$ cat src/rtl/wp_guard_pkg.sv
package wp_guard_pkg;
  // strobes raised by the control toward the datapath registers
  typedef struct packed {
    logic cfgLoad;
    logic secLockSet;
    logic grant;
    logic block;
  } guardStrobes_t;
endpackage

$ cat src/rtl/wp_guard_ctrl.sv
module wp_guard_ctrl
  import wp_guard_pkg::*;
#(
  parameter int ADDR_W       = 16,
  parameter int ZONE_W       = 3,
  parameter int SEC_W        = 8,
  parameter int SERIAL_BYTES = 16,
  parameter int USER_BYTES   = 128,
  localparam int NUM_ZONES   = 1 << ZONE_W,
  localparam int CFG_W       = NUM_ZONES + 2
) (
  input  logic              wrReq,
  input  logic              wrSec,
  input  logic [ADDR_W-1:0] wrAddr,
  input  logic              wpPin,
  input  logic              cfgWrReq,
  input  logic              secLockReq,
  input  logic [CFG_W-1:0]  cfgQ,
  input  logic              secLockQ,
  output guardStrobes_t     strobes
);
  localparam int MODE_BIT = NUM_ZONES;
  localparam int LOCK_BIT = NUM_ZONES + 1;
  localparam int USER_END = SERIAL_BYTES + USER_BYTES;

  logic [ZONE_W-1:0]    zoneIdx;
  logic [NUM_ZONES-1:0] zoneHit;
  logic [SEC_W-1:0]     secOff;
  logic                 inUser;
  logic                 arrayOk;
  logic                 secOk;
  logic                 allowed;

  assign zoneIdx = wrAddr[ADDR_W-1 -: ZONE_W];
  assign secOff  = wrAddr[SEC_W-1:0];

  // one decoded compare per zone, gated by that zone's mask bit
  for (genvar z = 0; z < NUM_ZONES; z++) begin : g_zone
    assign zoneHit[z] = cfgQ[z] && (zoneIdx == ZONE_W'(z));
  end

  assign inUser  = (int'(secOff) >= SERIAL_BYTES) && (int'(secOff) < USER_END);
  assign arrayOk = cfgQ[MODE_BIT] ? !(|zoneHit) : !wpPin;
  assign secOk   = inUser && !secLockQ;
  assign allowed = wrSec ? secOk : arrayOk;

  always_comb begin
    strobes            = '0;
    strobes.grant      = wrReq && allowed;
    strobes.block      = wrReq && !allowed;
    strobes.cfgLoad    = cfgWrReq && !cfgQ[LOCK_BIT];
    strobes.secLockSet = secLockReq;
  end
endmodule

$ cat src/rtl/wp_guard_dp.sv
module wp_guard_dp
  import wp_guard_pkg::*;
#(
  parameter int          ZONE_W   = 3,
  parameter logic [31:0] CFG_INIT = '0,
  localparam int NUM_ZONES = 1 << ZONE_W,
  localparam int CFG_W     = NUM_ZONES + 2
) (
  input  logic             clk,
  input  logic             rstN,
  input  guardStrobes_t    strobes,
  input  logic [CFG_W-1:0] cfgWrData,
  output logic [CFG_W-1:0] cfgQ,
  output logic             secLockQ,
  output logic             wrGrant,
  output logic             wrBlock
);
  always_ff @(posedge clk or negedge rstN) begin
    if (!rstN) begin
      cfgQ     <= CFG_INIT[CFG_W-1:0];
      secLockQ <= 1'b0;
      wrGrant  <= 1'b0;
      wrBlock  <= 1'b0;
    end else begin
      if (strobes.cfgLoad)    cfgQ     <= cfgWrData;
      if (strobes.secLockSet) secLockQ <= 1'b1;
      wrGrant <= strobes.grant;
      wrBlock <= strobes.block;
    end
  end
endmodule

$ cat src/rtl/wp_zone_guard.sv
module wp_zone_guard
  import wp_guard_pkg::*;
#(
  parameter int          ADDR_W       = 16,
  parameter int          ZONE_W       = 3,
  parameter int          SEC_W        = 8,
  parameter int          SERIAL_BYTES = 16,
  parameter int          USER_BYTES   = 128,
  parameter logic [31:0] CFG_INIT     = '0,
  localparam int NUM_ZONES = 1 << ZONE_W,
  localparam int CFG_W     = NUM_ZONES + 2
) (
  input  logic              clk,
  input  logic              rstN,
  input  logic              wrReq,
  input  logic              wrSec,
  input  logic [ADDR_W-1:0] wrAddr,
  input  logic              wpPin,
  input  logic              cfgWrReq,
  input  logic [CFG_W-1:0]  cfgWrData,
  input  logic              secLockReq,
  output logic              wrGrant,
  output logic              wrBlock,
  output logic [CFG_W-1:0]  cfgRead,
  output logic              secLocked
);
  guardStrobes_t    strobes;
  logic [CFG_W-1:0] cfgQ;
  logic             secLockQ;

  wp_guard_ctrl #(
    .ADDR_W(ADDR_W), .ZONE_W(ZONE_W), .SEC_W(SEC_W),
    .SERIAL_BYTES(SERIAL_BYTES), .USER_BYTES(USER_BYTES)
  ) i_ctrl (
    .wrReq(wrReq), .wrSec(wrSec), .wrAddr(wrAddr), .wpPin(wpPin),
    .cfgWrReq(cfgWrReq), .secLockReq(secLockReq),
    .cfgQ(cfgQ), .secLockQ(secLockQ), .strobes(strobes)
  );

  wp_guard_dp #(
    .ZONE_W(ZONE_W), .CFG_INIT(CFG_INIT)
  ) i_dp (
    .clk(clk), .rstN(rstN), .strobes(strobes), .cfgWrData(cfgWrData),
    .cfgQ(cfgQ), .secLockQ(secLockQ), .wrGrant(wrGrant), .wrBlock(wrBlock)
  );

  assign cfgRead   = cfgQ;
  assign secLocked = secLockQ;
endmodule

$ cat config.mk
export PLATFORM = sky130hd
export DESIGN_NAME = wp_zone_guard
export DESIGN_NICKNAME = d
export VERILOG_FILES = /design/src/rtl/wp_guard_pkg.sv /design/src/rtl/wp_guard_ctrl.sv /design/src/rtl/wp_guard_dp.sv /design/src/rtl/wp_zone_guard.sv
export SDC_FILE = /design/constraint.sdc
export NUM_CORES = 1
export LEC_CHECK = 0
export BUFFER_PORTS_ARGS = -buffer_cell sky130_fd_sc_hd__buf_4
export CORE_MARGIN = 3
export CORE_UTILIZATION = 41
export CTS_CLUSTER_SIZE = 30
export DETAILED_ROUTE_END_ITERATION = 8
export GPL_TIMING_DRIVEN = 0
export PLACE_DENSITY = 0.79
export SLEW_MARGIN = 20
export SYNTH_ARGS = -nofsm -noshare
export SYNTH_HDL_FRONTEND = slang
export SYNTH_SLANG_ARGS = --single-unit
$ cat constraint.sdc
create_clock -name clk -period 4.3 [get_ports clk]
set_input_delay 0.645 -clock clk [delete_from_list [all_inputs] [get_ports clk]]
set_output_delay 0.645 -clock clk [all_outputs]
set_load 0.05 [all_outputs]
* Word level (Yosys, flattened, before mapping)
Index checks and enable logic that the tools add are counted.
Cells by class: eq/ne operators 7, muxes and demuxes 2, reductions and logical operators 20, order comparisons 2
Operator list (number):
- 1-bit logical AND | 13
- 3-bit == test (second input constant) | 4
- 8-bit by 5-bit greater-or-equal comparator with 1-bit output (second input constant) | 1
- 8-bit less-than comparator (second input constant) | 1
- 8-bit OR reduction | 1
- 3-bit by 2-bit == test with 1-bit output (second input constant) | 2
- 1-bit logical NOT | 5
- 3-bit by 1-bit == test with 1-bit output (second input constant) | 1
- 3-bit logical NOT | 1
- 1-bit two-way mux | 2
Word-level totals: logic and storage cells 35, output and inout port bits 13, flip-flop bits (word level) 13

* Longest topological paths before layout
depth in word-level cells 8, depth in mapped cells 3, gate-level depth less buffers 3

* By module
Synthesis repeated with hierarchy kept, for this count alone.
Unflattened totals: cell total of the unflattened synthesis 47, area total of the unflattened synthesis 673.1 µm²
Modules (own cells, without submodules):
- wp_guard_dp | instances 1, seq. area each 325.3 µm², area each 493.0 µm², cells an instance 25
- wp_guard_ctrl | instances 1, seq. area each 0.0 µm², area each 180.2 µm², cells an instance 22

* Least setup slack after synthesis
Ideal clock, no wire load.
path type input port to flip-flop, start point input port wrAddr[13], end point register i_dp.wrBlock, data required time 4.174 ns, stages 3, path slack 2.568 ns, data arrival time 1.605 ns, cells stage by stage mux4_2 -> and4_4 -> a311o_1
RTL lines:
- start: declaration | RTL line wp_zone_guard.sv:17 | input logic [ADDR_W-1:0] wrAddr,
- end signal: assignment | RTL line wp_guard_dp.sv:28 | wrBlock <= strobes.block;
- end: declaration | RTL line wp_guard_dp.sv:16 | output logic wrBlock

==> flow_metrics.py <==
metrics = {
    "clock_tree": {
        "cts.reportedPaths.clkPinSlew_ns": 0.08,
        "cts-root-buf": "clkbuf_4",
        "cts_hold_buf": 0,
        "cts_made_buffers": 3,
        "cts_setup_buffers": 0,
        "cts_resized": 0,
        "clk_path_buf_depth": 2,
        "htree_num_levels": 1,
        "clock_sinks": 13,
        "clk_latency_ns": 0.27,
        "tritoncts": "built",
    },
    "global_route": {
        "grt_pass1_vias": 562,
        "grt_usage_pct": 15.9,
        "grt_max_degree": 14,
        "grt_overflow": 0,
        "antenna_found_initial": 0,
        "grt_first_pass_wirelength_mm": 2.29,
    },
    "floorplanning": {
        "dieArea_um2": 2010,
        "rows": 13,
        "start_util_pct": 45.7,
        "io_pins": 46,
        "fp.dieH_um": 44.8,
        "die_x_um": 44.8,
        "coreArea_um2": 1350,
    },
    "logic_synthesis": {
        "yosysWarnings": 0,
        "synth_area_um2": 617,
        "syn_nets": 79,
        "synth-seq-cells": 13,
        "seq_area_frac_synth_pct": 52.7,
        "yosysUniqueCellTypes": 23,
        "avgSynthCellArea_um2": 13.4,
        "synth_top_area_share_pct": 52.7,
        "yosys.area.top_type": "dfrtp_1",
        "synth_cells": 46,
        "ys_top_cells_by_area": "dfrtp_1, mux2_2, mux4_2, mux2i_1, or2_2",
    },
    "setup_path": {
        "slowest_stage": "mux4_2",
        "cp_data_required_time_ns": 4.47,
        "cpPeakStageDelay_ns": 0.50,
        "crit_type": "in2reg",
        "worst_setup_path_end_kind": "register",
        "critPathTopFamily": "multiplexers",
        "start_kind": "primary input",
        "cp_max_fo": 3,
        "rr_worst_depth": 3,
        "rr_startpoint": "i_dp.cfgQ[7]",
        "worstPathArrival_ns": 1.76,
        "reg2reg_setup_slack_ns": 2.81,
        "r2r_end": "i_dp.wrBlock",
        "cp_num_cells": 4,
        "cp_num_buf_inv": 1,
        "cp_cell_sequence": "buf_4, mux4_2, and4_4, a311o_1",
    },
    "final_layout": {
        "nets": 120,
        "drive_gt1_share_pct": 62.8,
        "diodes": 0,
        "area_growth_pct": 51.1,
    },
    "run": {
        "maxCapViolations": 0,
    },
    "status": {
        "outcome": "completed",
    },
    "sta": {
        "setup_violations": 0,
        "grt_setup_unrepaired": "false",
        "period_share_pct": 37.2,
        "finalMaxSlewViolations": 0,
        "skew_ns": 0.00617,
        "fin_tns_setup_ns": 0,
        "fin_crit_ns": 1.60,
        "hold_viol_final": 0,
        "fmax_mhz": 626,
        "slew_headroom_pct": 66.3,
        "tightest_slew_ns": 0.505,
    },
    "worst_hold_path": {
        "hp-class": "in2async",
    },
    "routing": {
        "viasPerCell": 5.51,
        "drcViolationCount": 0,
        "wl_per_cell_um": 14.9,
        "drt_wl_total_mm": 1.50,
        "first_pass_iters": 3,
        "drt_iter0_markers": 3,
        "ant_nets": 0,
        "vias": 557,
    },
    "power_and_ir_drop": {
        "p_leak_nw": 0.443,
        "cellPowerDensity_nw_per_um2": 440,
        "vdd_drop_max_uv": 338,
        "finalPower_mw": 0.410,
    },
    "placement": {
        "hpwlAfterDp_mm": 1.17,
        "place_congestion": 0.715,
        "port-buffer-count": 36,
    },
}
cell usage after synthesis, drive strengths merged:
library cell  count
o21ai             1
a31oi             1
clkbuf            1
nand2b            1
o221ai            1
a311o             1
or4               1
and4              1
nand2             1
inv               2
nor4b             1
and2              1
mux2              9
or2               2
o31ai             1
nor2b             1
mux4              1
a211o             1
dfrtp            13
a21o              1
a41oi             1
mux2i             2
o21ba             1
cell families after synthesis:
logic type	share of synthesized area, %
DFF	52.7
buffers and inverters	1.83
and+or+nand+nor	10.1
muxes	23.3
AOI/OAI and AO/OA	12.0
where the power goes:
part           switching, mW  internal [mW]  leakage (nW)  total, mW
combinational          0.107         0.0669         0.278      0.173
clock                 0.0399         0.0359        0.0150     0.0758
sequential            0.0170          0.144         0.150      0.161
total                  0.163          0.247         0.443      0.410
worst max path at each step:
stage,slack (ns),end,startpoint
after floorplan,2.57,i_dp.wrBlock,wrAddr[13]
after global placement,2.41,i_dp.wrBlock,wrAddr[13]
after detailed placement,2.41,i_dp.wrBlock,wrAddr[13]
after CTS,2.70,i_dp.wrBlock,wrAddr[13]
after global routing,2.68,i_dp.wrBlock,wrAddr[13]
final,2.70,i_dp.wrBlock,wrAddr[13]
worst register-to-register path, cell delays in order, from the launching register on:
cell and delay, ns:
dfrtp_1 0.40, mux4_2 0.49, and4_4 0.20, a311o_1 0.31
registers in the layout, summed over array words and instances (netlist names):
register	count
i_dp.wrBlock	1
i_dp.cfgQ	10
i_dp.wrGrant	1
i_dp.secLockQ	1
metrics by stage:
step / std cells / util, % / worst slack, ns / hold WS (ns) / area [um^2]
final: 101 / 69.0 / 2.70 / 0.192 / 932
after global placement: 97 / 67.1 / 2.41 / 0.471 / 906
after detailed placement: 97 / 67.1 / 2.41 / 0.479 / 906
after global routing: 101 / 69.0 / 2.68 / 0.195 / 932
after CTS: 101 / 69.0 / 2.70 / 0.199 / 932
after floorplan: 46 / - / 2.57 / 0.349 / 617
placed cells by master (no fill, tap or decap), types with 2 or more instances in the layout:
cell      instances
inv_1             2
mux2_2            9
or2_2             2
mux2i_1           2
clkbuf_1          2
clkbuf_4          3
dfrtp_1          13
buf_4            36
layer usage:
layer | wire length, um | global-route usage (%) | share of wire, % | up-vias
met1 | 564 | 16.5 | 38 | 273
met2 | 779 | 29.2 | 52 | 30
li1 | - | - | - | 254
met5 | 0 | 0 | 0 | -
met3 | 159 | 5.98 | 11 | 0
met4 | 0 | 5.26 | 0 | 0
layout make-up:
type | count | area (um^2)
Tap cell | 15 | 18.8
Sequential cell | 13 | 325
Clock buffer | 4 | 26.3
Inverter | 2 | 7.51
Fill cell | 110 | 418
Multi-Input combinational cell | 30 | 280
Buffer | 1 | 3.75
Timing Repair Buffer | 36 | 270
Power figures use the tool's default switching activity.
